`config.mk`:
```
export PLATFORM = sky130hd
export DESIGN_NAME = blank_skip_detector
export DESIGN_NICKNAME = d
export VERILOG_FILES = /design/src/rtl/bsd_pkg.sv /design/src/rtl/bsd_level_cmp.sv /design/src/rtl/bsd_integrator.sv /design/src/rtl/bsd_hyst_cmp.sv /design/src/rtl/blank_skip_detector.sv
export SDC_FILE = /design/constraint.sdc
export NUM_CORES = 1
export LEC_CHECK = 0
export BUFFER_PORTS_ARGS = -buffer_cell sky130_fd_sc_hd__buf_2
export CAP_MARGIN = 20
export CORE_MARGIN = 1.5
export CORE_UTILIZATION = 55
export CTS_CLUSTER_DIAMETER = 150
export DETAILED_ROUTE_END_ITERATION = 16
export GPL_ROUTABILITY_DRIVEN = 0
export HOLD_SLACK_MARGIN = 0.05
export PLACE_DENSITY = 0.94
export SLEW_MARGIN = 20
export SYNTH_ARGS = -nofsm -noshare
export SYNTH_HDL_FRONTEND = slang
export SYNTH_SLANG_ARGS = --single-unit
```
`constraint.sdc`:
```
create_clock -name clk -period 6.35 [get_ports clk]
set_input_delay 0.635 -clock clk [delete_from_list [all_inputs] [get_ports clk]]
set_output_delay 0.635 -clock clk [all_outputs]
set_load 0.05 [all_outputs]
```
`src/rtl/bsd_pkg.sv`:
```
package bsd_pkg;
  localparam int NUM_CH = 2;
  localparam logic [1:0] MODE_BLANK_SKIP = 2'b01;

  typedef struct packed {
    logic enabled;
    logic loud_a;
    logic loud_b;
  } bsd_flags_t;
endpackage

```
`src/rtl/bsd_level_cmp.sv`:
```
module bsd_level_cmp #(
  parameter int SAMPLE_W = 12,
  parameter int OFFSET_W = 8
) (
  input  logic                clk,
  input  logic                rst_n,
  input  logic                en,
  input  logic                take,
  input  logic [SAMPLE_W-1:0] level,
  input  logic [SAMPLE_W-1:0] dc_ref,
  input  logic [OFFSET_W-1:0] ofs,
  output logic                loud
);
  localparam int SUM_W = ((SAMPLE_W > OFFSET_W) ? SAMPLE_W : OFFSET_W) + 1;

  logic [SUM_W-1:0] thresh;
  logic             above;

  always_comb begin
    thresh = SUM_W'(dc_ref) + SUM_W'(ofs);
    above  = SUM_W'(level) > thresh;
  end

  always_ff @(posedge clk or negedge rst_n) begin
    if (!rst_n)      loud <= 1'b0;
    else if (!en)    loud <= 1'b0;
    else if (take)   loud <= above;
  end

  // a level not above its own reference can never be loud
  assert_quiet_at_ref_R1: assert property (@(posedge clk) disable iff (!rst_n)
    (en && take && level <= dc_ref) |=> !loud);
endmodule

```
`src/rtl/bsd_integrator.sv`:
```
module bsd_integrator #(
  parameter int INTEG_W        = 8,
  parameter int NUM_CH         = 2,
  parameter int CHARGE_STEP    = 1,
  parameter int DISCHARGE_STEP = 5
) (
  input  logic               clk,
  input  logic               rst_n,
  input  logic               en,
  input  logic               upd,
  input  logic [NUM_CH-1:0]  hits,
  output logic [INTEG_W-1:0] integ
);
  localparam int EXT_W = INTEG_W + 8;
  localparam logic [EXT_W-1:0] FULL_X = EXT_W'((1 << INTEG_W) - 1);
  localparam logic [EXT_W-1:0] CH_X   = EXT_W'(CHARGE_STEP);
  localparam logic [EXT_W-1:0] DS_X   = EXT_W'(DISCHARGE_STEP);

  logic [EXT_W-1:0] nhit, cur_x, up_x, drop_x, nxt_x;

  always_comb begin
    nhit = '0;
    for (int c = 0; c < NUM_CH; c++) nhit = nhit + EXT_W'(hits[c]);
    cur_x  = EXT_W'(integ);
    up_x   = cur_x + CH_X;
    drop_x = nhit * DS_X;
    if (nhit == '0) nxt_x = (up_x > FULL_X) ? FULL_X : up_x;
    else            nxt_x = (cur_x < drop_x) ? '0 : cur_x - drop_x;
  end

  always_ff @(posedge clk or negedge rst_n) begin
    if (!rst_n)    integ <= '0;
    else if (!en)  integ <= '0;
    else if (upd)  integ <= nxt_x[INTEG_W-1:0];
  end

  // quiet samples climb by one charge step below full scale
  assert_charge_R3: assert property (@(posedge clk) disable iff (!rst_n)
    (en && upd && hits == '0 && EXT_W'(integ) + CH_X <= FULL_X)
      |=> EXT_W'(integ) == EXT_W'($past(integ)) + CH_X);
  // full scale is a ceiling
  assert_ceiling_R3: assert property (@(posedge clk) disable iff (!rst_n)
    (en && upd && hits == '0 && EXT_W'(integ) == FULL_X) |=> EXT_W'(integ) == FULL_X);
  // a loud sample below one discharge step lands on zero
  assert_floor_R2: assert property (@(posedge clk) disable iff (!rst_n)
    (en && upd && hits != '0 && EXT_W'(integ) < DS_X) |=> integ == '0);
  // no transfer, no movement
  assert_idle_hold_R7: assert property (@(posedge clk) disable iff (!rst_n)
    (en && !upd) |=> $stable(integ));
endmodule

```
`src/rtl/bsd_hyst_cmp.sv`:
```
module bsd_hyst_cmp #(
  parameter int INTEG_W = 8,
  parameter int UPPER   = 200,
  parameter int LOWER   = 40
) (
  input  logic               clk,
  input  logic               rst_n,
  input  logic               en,
  input  logic [INTEG_W-1:0] level,
  output logic               pause
);
  localparam logic [INTEG_W-1:0] UP_T = INTEG_W'(UPPER);
  localparam logic [INTEG_W-1:0] LO_T = INTEG_W'(LOWER);

  always_ff @(posedge clk or negedge rst_n) begin
    if (!rst_n)             pause <= 1'b0;
    else if (!en)           pause <= 1'b0;
    else if (level >= UP_T) pause <= 1'b1;
    else if (level <= LO_T) pause <= 1'b0;
  end

  assert_set_R4: assert property (@(posedge clk) disable iff (!rst_n)
    (en && level >= UP_T) |=> pause);
  assert_clear_R4: assert property (@(posedge clk) disable iff (!rst_n)
    (en && level <= LO_T) |=> !pause);
  assert_band_hold_R4: assert property (@(posedge clk) disable iff (!rst_n)
    (en && level > LO_T && level < UP_T) |=> pause == $past(pause));
endmodule

```
`src/rtl/blank_skip_detector.sv`:
```
module blank_skip_detector
  import bsd_pkg::*;
#(
  parameter int SAMPLE_W       = 12,
  parameter int OFFSET_W       = 8,
  parameter int INTEG_W        = 8,
  parameter int CHARGE_STEP    = 1,
  parameter int DISCHARGE_STEP = 5,
  parameter int UPPER          = 200,
  parameter int LOWER          = 40
) (
  input  logic                 clk,
  input  logic                 rst_n,
  input  logic [1:0]           mode_sel,
  input  logic [OFFSET_W-1:0]  level_ofs,
  input  logic                 s_valid,
  output logic                 s_ready,
  input  logic [SAMPLE_W-1:0]  s_level_a,
  input  logic [SAMPLE_W-1:0]  s_level_b,
  input  logic [SAMPLE_W-1:0]  dc_ref_a,
  input  logic [SAMPLE_W-1:0]  dc_ref_b,
  output logic                 pause_found,
  output logic [INTEG_W+2:0]   status
);
  logic                en;
  logic                live_q;
  logic                take;
  logic                upd_q;
  logic [SAMPLE_W-1:0] lvl  [NUM_CH];
  logic [SAMPLE_W-1:0] dref [NUM_CH];
  logic [NUM_CH-1:0]   loud;
  logic [INTEG_W-1:0]  integ;
  bsd_flags_t          flags;

  assign en      = (mode_sel == MODE_BLANK_SKIP);
  assign s_ready = en && live_q;
  assign take    = s_valid && s_ready;

  assign lvl[0]  = s_level_a;
  assign lvl[1]  = s_level_b;
  assign dref[0] = dc_ref_a;
  assign dref[1] = dc_ref_b;

  always_ff @(posedge clk or negedge rst_n) begin
    if (!rst_n) begin
      live_q <= 1'b0;
      upd_q  <= 1'b0;
    end else begin
      live_q <= 1'b1;
      upd_q  <= en && take;
    end
  end

  for (genvar ch = 0; ch < NUM_CH; ch++) begin : g_chan
    bsd_level_cmp #(.SAMPLE_W(SAMPLE_W), .OFFSET_W(OFFSET_W)) cmp_i (
      .clk(clk), .rst_n(rst_n), .en(en), .take(take),
      .level(lvl[ch]), .dc_ref(dref[ch]), .ofs(level_ofs), .loud(loud[ch])
    );
  end

  bsd_integrator #(
    .INTEG_W(INTEG_W), .NUM_CH(NUM_CH),
    .CHARGE_STEP(CHARGE_STEP), .DISCHARGE_STEP(DISCHARGE_STEP)
  ) integ_i (
    .clk(clk), .rst_n(rst_n), .en(en), .upd(upd_q), .hits(loud), .integ(integ)
  );

  bsd_hyst_cmp #(.INTEG_W(INTEG_W), .UPPER(UPPER), .LOWER(LOWER)) hyst_i (
    .clk(clk), .rst_n(rst_n), .en(en), .level(integ), .pause(pause_found)
  );

  always_comb begin
    flags.enabled = en;
    flags.loud_a  = loud[0];
    flags.loud_b  = loud[1];
    status        = {flags, integ};
  end

  // disabling clears the whole detector on the next edge
  assert_disabled_clear_R6: assert property (@(posedge clk) disable iff (!rst_n)
    (!en) |=> (integ == '0 && !pause_found && loud == '0));
  // only the blank-skip code opens the input stream
  assert_closed_when_off_R5: assert property (@(posedge clk) disable iff (!rst_n)
    (mode_sel != 2'b01) |-> !s_ready);
endmodule

```
==> flow_metrics.py, run 1 <==
metrics = {
    "timing": {
        "setup_viol": 0,
        "worstMarginPinSlew_ns": 0.610,
        "fmax_mhz": 303,
        "finalClockSkew_ns": 0.00424,
        "hold_viol": 0,
        "min_period_over_period_pct": 52.0,
        "period_minus_slack_ns": 3.30,
        "rsz0062_at_grt": "no",
        "slew_viol_final": 0,
        "relSlewSlack_pct": 58.3,
        "whs_ns": 0.268,
        "finalSetupTns_ns": 0,
    },
    "setup_path": {
        "startpoint": "level_ofs[6]",
        "critPathRequiredTime_ns": 6.47,
        "r2r_start": "g_chan[1].cmp_i.loud",
        "end_kind": "flop",
        "cp_max_fo": 5,
        "start_kind": "input port",
        "cp.arrival_ns": 3.42,
        "critPathKind": "in -> reg",
    },
    "cts": {
        "cts_setup_buffers": 0,
        "path_clk_slew_ns": 0.06,
        "cts-root-buf": "clkbuf_8",
        "cts_sinks": 13,
        "cts_tree": "done",
        "cts_buffer_depth": 2,
        "numCtsBuffers": 3,
        "hold_buffers": 0,
        "htree_levels": 1,
        "clk_latency_ns": 0.25,
        "cts_resized": 0,
    },
    "drt": {
        "first_pass_iters": 5,
        "num_vias": 2641,
        "drt_iter0_drc": 326,
        "wl_per_cell_um": 14.6,
        "finalWirelength_mm": 6.36,
        "final_antenna_net_count": 0,
        "vias_per_cell": 6.04,
        "drc": 0,
    },
    "synth": {
        "synth-seq-cells": 13,
        "yosys.area.top_type": "ha_1",
        "avgSynthCellArea_sq_um": 7.79,
        "syn_area_sq_um": 2490,
        "syn_inst": 320,
        "synth_warnings": 0,
        "synthTopCellsByArea": "ha_1, dfrtp_1, xor2_1",
        "seq_area_frac_synth_pct": 13.1,
        "synth_top_area_share_pct": 24.6,
        "synth_edf_count": 0,
        "synthFlopType": "dfrtp_1",
        "synth.distinct_cells": 49,
        "synthArstFlopShare_pct": 100,
        "synth_fp_nets": 433,
    },
    "floorplan": {
        "die_w_um": 70.3,
        "io_pins": 74,
        "die_h_um": 70.3,
        "initial_core_util_pct": 57.2,
        "coreArea_sq_um": 4350,
        "die_area_sq_um": 4940,
        "row_count": 24,
    },
    "run_status": {
        "status": "finished clean",
    },
    "grt": {
        "grt_max_degree": 17,
        "grt_pass1_wl_mm": 10.6,
        "globalRouteOverflowTotal": 0,
        "first_global_vias": 2512,
        "antenna_found_initial": 0,
        "track_usage_pct": 25.7,
    },
    "job": {
        "drv_cap": 0,
    },
    "final_layout": {
        "drive_gt1_share_pct": 21.6,
        "final-seq-area_sq_um": 325,
        "diodes": 0,
        "nets": 499,
        "final_core_utilization_pct": 66.5,
        "n_fill_cell": 350,
        "synthToLayoutAreaGrowth_pct": 16.1,
        "multi_input_area_sq_um": 2010,
    },
    "place": {
        "dp.final_hpwl_mm": 5.27,
        "io_buffers": 73,
    },
    "power_and_ir_drop": {
        "clkPwrFrac_pct": 21.3,
        "power_density_nw_per_um2": 122,
        "p_seq_share_pct": 24.0,
        "p_leak_nw": 1.40,
        "p_switching_mw": 0.140,
        "peakVddDrop_uv": 63.9,
        "p_sw_share_pct": 39.6,
        "p_int_mw": 0.214,
        "combPwrFrac_pct": 54.7,
    },
    "min_path": {
        "hold_class": "in -> async",
    },
}
## registers in the layout, summed over array words and instances (netlist names)
signal / flops
g_chan.cmp_i.loud: 2
hyst_i.pause: 1
integ_i.integ: 8
live_q: 1
upd_q: 1
## placed cells by master, fill, tap and decap left out, drive strengths merged, types with 8 or more instances in the layout
cell / synthesis / layout
a21oi: 17 / 17
buf: 10 / 73
dfrtp: 13 / 13
ha: 49 / 49
inv: 21 / 21
nand2: 31 / 31
nand3: 17 / 17
nor2: 29 / 29
nor2b: 9 / 9
o21ai: 19 / 19
xnor2: 8 / 8
xor2: 14 / 14
## power groups by stage
stage                     Combinational, mW  Clock, mW  Sequential, mW
after floorplan                       0.134          0          0.0868
after global placement                0.181          0          0.0865
after detailed placement              0.190          0          0.0866
after CTS                             0.191     0.0774          0.0851
after global routing                  0.218     0.0814          0.0852
final                                 0.194     0.0753          0.0852
## per-layer routing
layer	wire (um)	part of all wire, %	global-route usage [%]	vias up
met4	102	1.6	5.77	0
li1	-	-	-	1308
met3	411	6.5	4.33	14
met2	3150	49	46.5	104
met5	0	0	0	-
met1	2700	42	31.5	1215
## cell type report
class | count | share of cell area [%]
Multi-Input combinational cell | 274 | 69.6
Timing Repair Buffer | 73 | 12.6
Sequential cell | 13 | 11.2
Inverter | 21 | 2.72
Tap cell | 52 | 2.25
Clock buffer | 4 | 1.56
## synth_stat cells, types with 5 or more instances
library cell	count
nor3_1	5
nand4_1	6
o221ai_1	5
nand2_1	31
o21ai_0	18
nor2_1	29
xnor2_1	8
nor2b_1	9
o211ai_1	7
dfrtp_1	13
nand3_1	17
a21oi_1	17
xor2_1	14
inv_1	21
ha_1	49
o2111ai_1	5
buf_2	5
## worst max-delay path, cell delays in order
cell       delay (ns)
buf_2            0.11
ha_1             0.36
a2111oi_0        0.59
o211ai_1         0.25
a31oi_1          0.29
nor2b_1          0.09
xnor2_1          0.13
ha_1             0.29
o21ai_0          0.17
a21oi_1          0.06
a2111oi_0        0.29
o31ai_1          0.13
## metrics by stage
stage | cells | power (mW) | setup WS (ns) | instance area, sq um
5_1_grt | 437 | 0.385 | 2.90 | 2890
4_1_cts | 437 | 0.354 | 3.06 | 2890
2_1_floorplan | 320 | 0.221 | 3.39 | 2490
3_3_place_gp | 433 | 0.267 | 3.11 | 2850
6_report | 437 | 0.354 | 3.05 | 2890
3_5_place_dp | 433 | 0.277 | 2.80 | 2850
## final timing paths
kind | to | slack [ns] | cells past startpoint
max reg2reg | integ_i.integ[0] | 3.75 | 9
min reg2reg | g_chan[1].cmp_i.loud | 0.59 | 2
max | g_chan[0].cmp_i.loud | 3.05 | 12
min | integ_i.integ[6] | 0.27 | 1
min in group clk | g_chan[1].cmp_i.loud | 0.59 | 2
max in group asynchronous | g_chan[0].cmp_i.loud | 5.85 | 1
## kinds of logic after synthesis
kind of cell | Yosys count | share of synthesized area [%]
compound gates | 80 | 21.8
xor+xnor | 22 | 7.73
fa+ha+maj | 52 | 27.0
buf+inv | 33 | 6.12
flops | 13 | 13.1
mux | 2 | 0.803
other cells | 1 | 0.150
simple gates | 117 | 23.3
Note: power is estimated with default switching activity, not from simulation.
==> run 2, diff against run 1 <==
- ABC_AREA: not set -> 1
- CORE_UTILIZATION: 55 -> 54
- PLACE_DENSITY: 0.94 -> 0.92
- clock period: 6.35 -> 3.05 ns (I/O delays scaled with it)
==> run 2 against run 1 <==
- first-iteration DRC count fell by 41%
- clock skew rose by 0.00052 ns
- global-route usage fell by 0.70 points
- register-to-register slack got worse by 3.0 ns
- sequential cell count did not move
- area after synthesis rose by 7.0%
- routed wire length rose by 2.0%
- synthesized cell count rose by 27%
- non-clock buffer count rose by 1
==> flow_metrics.py, run 2 <==
metrics = {
    "grt": {
        "antenna_found_initial": 0,
        "globalRouteOverflowTotal": 0,
        "first_global_vias": 2728,
        "grt_pass1_wl_mm": 10.9,
        "grt_max_degree": 15,
        "track_usage_pct": 25.0,
    },
    "floorplan": {
        "coreArea_sq_um": 4750,
        "initial_core_util_pct": 56.1,
        "io_pins": 74,
        "row_count": 25,
        "die_area_sq_um": 5370,
        "die_w_um": 73.3,
        "die_h_um": 73.3,
    },
    "timing": {
        "min_period_over_period_pct": 88.4,
        "rsz0062_at_grt": "no",
        "timing.final.ws_setup_ns": 0.353,
        "finalClockSkew_ns": 0.00475,
        "fmax_mhz": 371,
        "period_minus_slack_ns": 2.70,
        "slew_viol_final": 0,
        "finalSetupTns_ns": 0,
        "hold_viol": 0,
        "setup_viol": 0,
        "whs_ns": 0.331,
    },
    "drt": {
        "final_antenna_net_count": 0,
        "vias_per_cell": 5.27,
        "wl_per_cell_um": 11.9,
        "drc": 0,
        "finalWirelength_mm": 6.49,
        "first_pass_iters": 5,
        "num_vias": 2879,
        "drt_iter0_drc": 191,
    },
    "synth": {
        "syn_inst": 407,
        "synth-xor-area-share_pct": 6.24,
        "syn_area_sq_um": 2670,
        "synth_fa_ha_area_share_pct": 25.2,
        "synth.distinct_cells": 40,
        "yosys.area_share.simple_pct": 33.5,
        "synthTopCellsByArea": "ha_1, nand2_1, dfrtp_1",
        "synth_edf_count": 0,
        "synth_fp_nets": 520,
        "synthFlopType": "dfrtp_1",
        "synth_top_area_share_pct": 23.0,
        "synthArstFlopShare_pct": 100,
        "synth_most_common_cell": "nand2_1",
        "synth_warnings": 0,
        "synth_top_family_by_area": "simple AND/OR/NAND/NOR gates",
        "synth_top_cells_by_count": "nand2_1, inv_1, ha_1",
        "synth-seq-cells": 13,
        "muxShareOfSynthArea_pct": 0,
        "synth_compound_area_share_pct": 11.7,
        "avgSynthCellArea_sq_um": 6.55,
        "yosys.area.top_type": "ha_1",
        "seq_area_frac_synth_pct": 12.2,
    },
    "cts": {
        "path_clk_slew_ns": 0.06,
        "clk_latency_ns": 0.25,
        "cts_sinks": 13,
        "cts_setup_buffers": 0,
        "cts-root-buf": "clkbuf_8",
        "htree_levels": 1,
        "cts_tree": "done",
        "numCtsBuffers": 3,
        "cts_buffer_depth": 2,
    },
    "job": {
        "drv_cap": 0,
    },
    "power_and_ir_drop": {
        "power_mw": 0.754,
        "combPwrFrac_pct": 55.7,
        "power_density_nw_per_um2": 242,
        "p_int_mw": 0.445,
        "peakVddDrop_uv": 141,
        "p_sw_share_pct": 41.0,
        "p_switching_mw": 0.309,
        "clkPwrFrac_pct": 20.8,
        "p_seq_share_pct": 23.5,
        "p_leak_nw": 1.84,
    },
    "setup_path": {
        "end_kind": "flop",
        "cp_max_fo": 3,
        "cp_slowest_stage_delay_ns": 0.40,
        "cpMostUsedCell": "nand2_1",
        "cp.arrival_ns": 2.89,
        "start_kind": "input port",
        "cp_top_family": "simple AND/OR/NAND/NOR gates",
        "slowest_stage": "fa_1",
        "critPathKind": "in -> reg",
        "crit_path_cell_trace": "buf_2 -> ha_1 -> inv_1 -> fa_1 -> o21ai_1 -> nand2_1 -> nand2_1 -> nand3_1 -> xor2_1 -> ha_1 -> nand2_1 -> nor3_1 -> nand2_1 -> nand2_1 -> nand2_1 -> nand2_1 -> nand3_1 -> nand2_1",
        "critPathBufInv": 2,
        "critPathRequiredTime_ns": 3.24,
    },
    "final_layout": {
        "diodes": 0,
        "finish.instance_area_sq_um": 3120,
        "final_cell_mix": "nand2_1, buf_2, inv_1",
        "drive_gt1_share_pct": 21.7,
        "largest_register": "integ_i.integ",
        "final_common_cell": "nand2_1",
        "nets": 593,
        "largest_reg_flops": 8,
        "synthToLayoutAreaGrowth_pct": 17.1,
        "largestRegisters": "integ_i.integ (8), g_chan.cmp_i.loud (2)",
    },
    "place": {
        "post-place-ws_ns": 0.164,
        "io_buffers": 73,
        "placed_cell_area_sq_um": 3070,
        "dp.final_hpwl_mm": 5.54,
    },
    "run_status": {
        "status": "finished clean",
    },
    "min_path": {
        "hold_class": "in -> reg",
    },
}
## run 2: cell count changes in the layout (fill, tap and decap cells not counted), sizes merged, moves of 7 or more
cell    before  now
a21oi       17   32
nand3       17   38
o211ai       7    0
nor2b        9    0
o21ai       19   11
nand2       31  114
inv         21   63
## run 2: area by class of cell
cell class	instances	area, sq um
Clock buffer	4	45.0
Fill cell	421	1630
Inverter	65	245
Multi-Input combinational cell	323	2050
Sequential cell	13	325
Tap cell	67	83.8
Timing Repair Buffer	74	375
## run 2: stage by stage
stage / cells / utilization [%]
after floorplan: 407 / -
after global placement: 541 / 64.5
after detailed placement: 541 / 64.5
after CTS: 546 / 65.7
after global routing: 546 / 65.7
final: 546 / 65.7
## run 2: what timing repair did
action,4_1_cts,5_1_grt
gates resized for setup,0,0
hold buffers,1,0
hold endpoints to repair,13,0
## run 2: worst paths after layout
| path | from | to | slack (ns) | depth (start not counted) |
|---|---|---|---|---|
| max in group asynchronous | rst_n | g_chan[1].cmp_i.loud | 2.33 | 2 |
| worst min-delay path | mode_sel[1] | hyst_i.pause | 0.33 | 4 |
| min in group asynchronous | rst_n | upd_q | 0.49 | 2 |
| worst max-delay path | level_ofs[0] | g_chan[0].cmp_i.loud | 0.35 | 18 |
| worst max register to register | g_chan[1].cmp_i.loud | integ_i.integ[5] | 0.73 | 13 |
| worst min register to register | g_chan[0].cmp_i.loud | g_chan[0].cmp_i.loud | 0.56 | 2 |
## run 2: kinds of logic after synthesis
group | count (synthesis)
and+or+nand+nor | 197
buffers and inverters | 71
AOI/OAI and AO/OA | 54
adders and majority gates | 52
xor gates and xnor gates | 19
DFF | 13
other | 1
## run 2: tightest hold or removal path, cell delays in order
cell and delay (ns):
buf_2 0.08, nor2_2 0.05, nand2_1 0.06, a211oi_1 0.04
## run 2: metal layers
layer	GRT usage, %	share of wire [%]	vias to the layer above
met4	11.1	3.6	0
met3	2.61	6.4	26
met2	45.7	48	119
met1	29.2	42	1266
li1	-	-	1468
met5	0	0	-
## run 2: power groups by stage
stage | clock [mW] | combinational [mW] | sequential [mW]
final | 0.157 | 0.420 | 0.177
after global placement | 0 | 0.394 | 0.180
after detailed placement | 0 | 0.413 | 0.180
after floorplan | 0 | 0.296 | 0.181
after CTS | 0.158 | 0.417 | 0.177
after global routing | 0.167 | 0.481 | 0.177
==> run 3, diff against run 2 <==
- ABC_AREA: 1 -> 0
- CORE_UTILIZATION: 54 -> 53
==> run 3 against run 2 <==
- the run now ends with DRC left
- critical endpoint unchanged
- final cell count is 20% lower
- sequential power hardly changed
- first-iteration DRC count is 1.0% higher
- critical path type unchanged
==> flow_metrics.py, run 3 (synthesis results as in run 1) <==
metrics = {
    "run_status": {
        "status": "finished with violations",
        "failed_checks": "DRC",
    },
    "power_and_ir_drop": {
        "power_density_nw_per_um2": 251,
        "p_seq_share_pct": 24.3,
        "p_leak_nw": 1.41,
        "clkPwrFrac_pct": 21.1,
        "p_switching_mw": 0.284,
        "combPwrFrac_pct": 54.6,
        "p_sw_share_pct": 38.9,
        "peakVddDrop_uv": 208,
        "p_int_mw": 0.447,
        "power_mw": 0.731,
    },
    "drt": {
        "num_vias": 2642,
        "wl_per_cell_um": 14.0,
        "vias_per_cell": 6.02,
        "drt_iter0_drc": 193,
        "final_antenna_net_count": 0,
        "finalWirelength_mm": 6.13,
        "first_pass_iters": 12,
        "drc": 1,
    },
    "place": {
        "place_inst": 434,
        "dp.final_hpwl_mm": 5.02,
        "post-place-ws_ns": 0.0132,
        "io_buffers": 73,
    },
    "timing": {
        "hold_viol": 0,
        "fmax_mhz": 366,
        "setup_viol": 0,
        "rsz0062_at_grt": "no",
        "period_minus_slack_ns": 2.73,
        "relSlewSlack_pct": 50.0,
        "slew_viol_final": 0,
        "worstMarginPinSlew_ns": 0.740,
        "timing.final.ws_setup_ns": 0.319,
        "finalSetupTns_ns": 0,
        "min_period_over_period_pct": 89.5,
        "finalClockSkew_ns": 0.00411,
    },
    "final_layout": {
        "diodes": 0,
        "final_core_utilization_pct": 65.5,
        "largestRegisters": "integ_i.integ (8), g_chan.cmp_i.loud (2)",
        "nets": 501,
        "n_fill_cell": 381,
        "largest_register": "integ_i.integ",
        "fin_cells": 439,
        "largest_reg_flops": 8,
        "final_cell_mix": "buf_2, ha_1, nand2_1",
        "drive_gt1_share_pct": 21.7,
        "final_common_cell": "buf_2",
        "synthToLayoutAreaGrowth_pct": 16.9,
    },
    "floorplan": {
        "die_area_sq_um": 5120,
        "die_h_um": 71.6,
        "row_count": 24,
        "io_pins": 74,
        "initial_core_util_pct": 56.1,
        "die_w_um": 71.6,
        "coreArea_sq_um": 4440,
    },
    "setup_path": {
        "critPathRequiredTime_ns": 3.16,
        "r2r_start": "g_chan[1].cmp_i.loud",
        "cp_max_fo": 3,
        "critPathKind": "in -> reg",
        "startpoint": "level_ofs[0]",
        "cp.arrival_ns": 2.84,
        "start_kind": "input port",
        "end_kind": "flop",
    },
    "cts": {
        "cts-root-buf": "clkbuf_8",
        "clk_latency_ns": 0.24,
        "cts_buffer_depth": 2,
        "path_clk_slew_ns": 0.05,
        "numCtsBuffers": 3,
        "cts_sinks": 13,
        "cts_tree": "done",
        "htree_levels": 1,
        "cts_setup_buffers": 0,
    },
    "grt": {
        "globalRouteOverflowTotal": 0,
        "antenna_found_initial": 0,
        "grt_pass1_wl_mm": 10.4,
        "grt_max_degree": 17,
        "track_usage_pct": 24.6,
        "first_global_vias": 2505,
    },
    "min_path": {
        "hold_class": "in -> reg",
        "hp-start": "s_valid",
    },
    "job": {
        "drv_cap": 0,
    },
}
-- run 3: cell types whose count changed in the layout (fill, tap and decap cells not counted), moves of 9 or more --
cell | previous run | this run
inv_1 | 58 | 21
nand2_1 | 106 | 31
a21oi_1 | 31 | 17
nor2b_1 | 0 | 9
o21ai_0 | 3 | 18
nand3_1 | 36 | 17
-- run 3: cell type report --
| cell class | count | area [sq um] | area share (%) |
|---|---|---|---|
| clock buffer | 4 | 45.0 | 1.55 |
| tap | 52 | 65.1 | 2.23 |
| timing repair buffer | 75 | 383 | 13.1 |
| sequential | 13 | 325 | 11.2 |
| multi-input combinational | 274 | 2020 | 69.2 |
| inverter | 21 | 78.8 | 2.71 |
-- run 3: metrics by stage --
step | hold slack (ns) | cell area (sq um)
2_1_floorplan | 0.00941 | 2490
3_3_place_gp | 0.213 | 2860
3_5_place_dp | 0.215 | 2860
4_1_cts | 0.376 | 2910
5_1_grt | 0.403 | 2910
6_report | 0.382 | 2910
-- run 3: metal layers --
metal	vias up	global-route usage (%)	part of all wire (%)
li1	1316	-	-
met1	1195	31.8	43
met2	120	42.3	48
met3	11	4.36	8.0
met4	0	6.71	1.6
met5	-	0	0
-- run 3: final timing paths --
check | slack [ns] | endpoint | cells after the start
min in group asynchronous | 0.48 | integ_i.integ[3] | 2
worst min-delay path | 0.38 | upd_q | 3
worst max register to register | 0.35 | integ_i.integ[0] | 9
max in group asynchronous | 2.33 | g_chan[0].cmp_i.loud | 2
worst min register to register | 0.60 | g_chan[0].cmp_i.loud | 2
worst max-delay path | 0.32 | g_chan[0].cmp_i.loud | 14
-- run 3: what timing repair did --
item,in CTS,in global routing
endpoints found under the hold margin,13,0
setup endpoints to repair,0,1
hold buffers,1,0
resized for setup,0,1
-- run 3: worst max-delay path, cell delays in order --
cell and delay, ns:
buf_2 0.09, ha_1 0.16, inv_1 0.05, fa_1 0.39
nor2b_1 0.16, o2111ai_1 0.16, a31oi_1 0.30, nand3_1 0.14
xor2_1 0.16, ha_1 0.29, nand4_1 0.09, nor2_1 0.05
a2111oi_0 0.35, o31ai_1 0.13
-- run 3: power by group through the flow --
stage                     clock, mW  sequential [mW]  combinational (mW)
after floorplan                   0            0.181               0.279
after global placement            0            0.180               0.377
after detailed placement          0            0.180               0.395
after CTS                     0.158            0.177               0.399
after global routing          0.169            0.178               0.457
final                         0.154            0.177               0.399
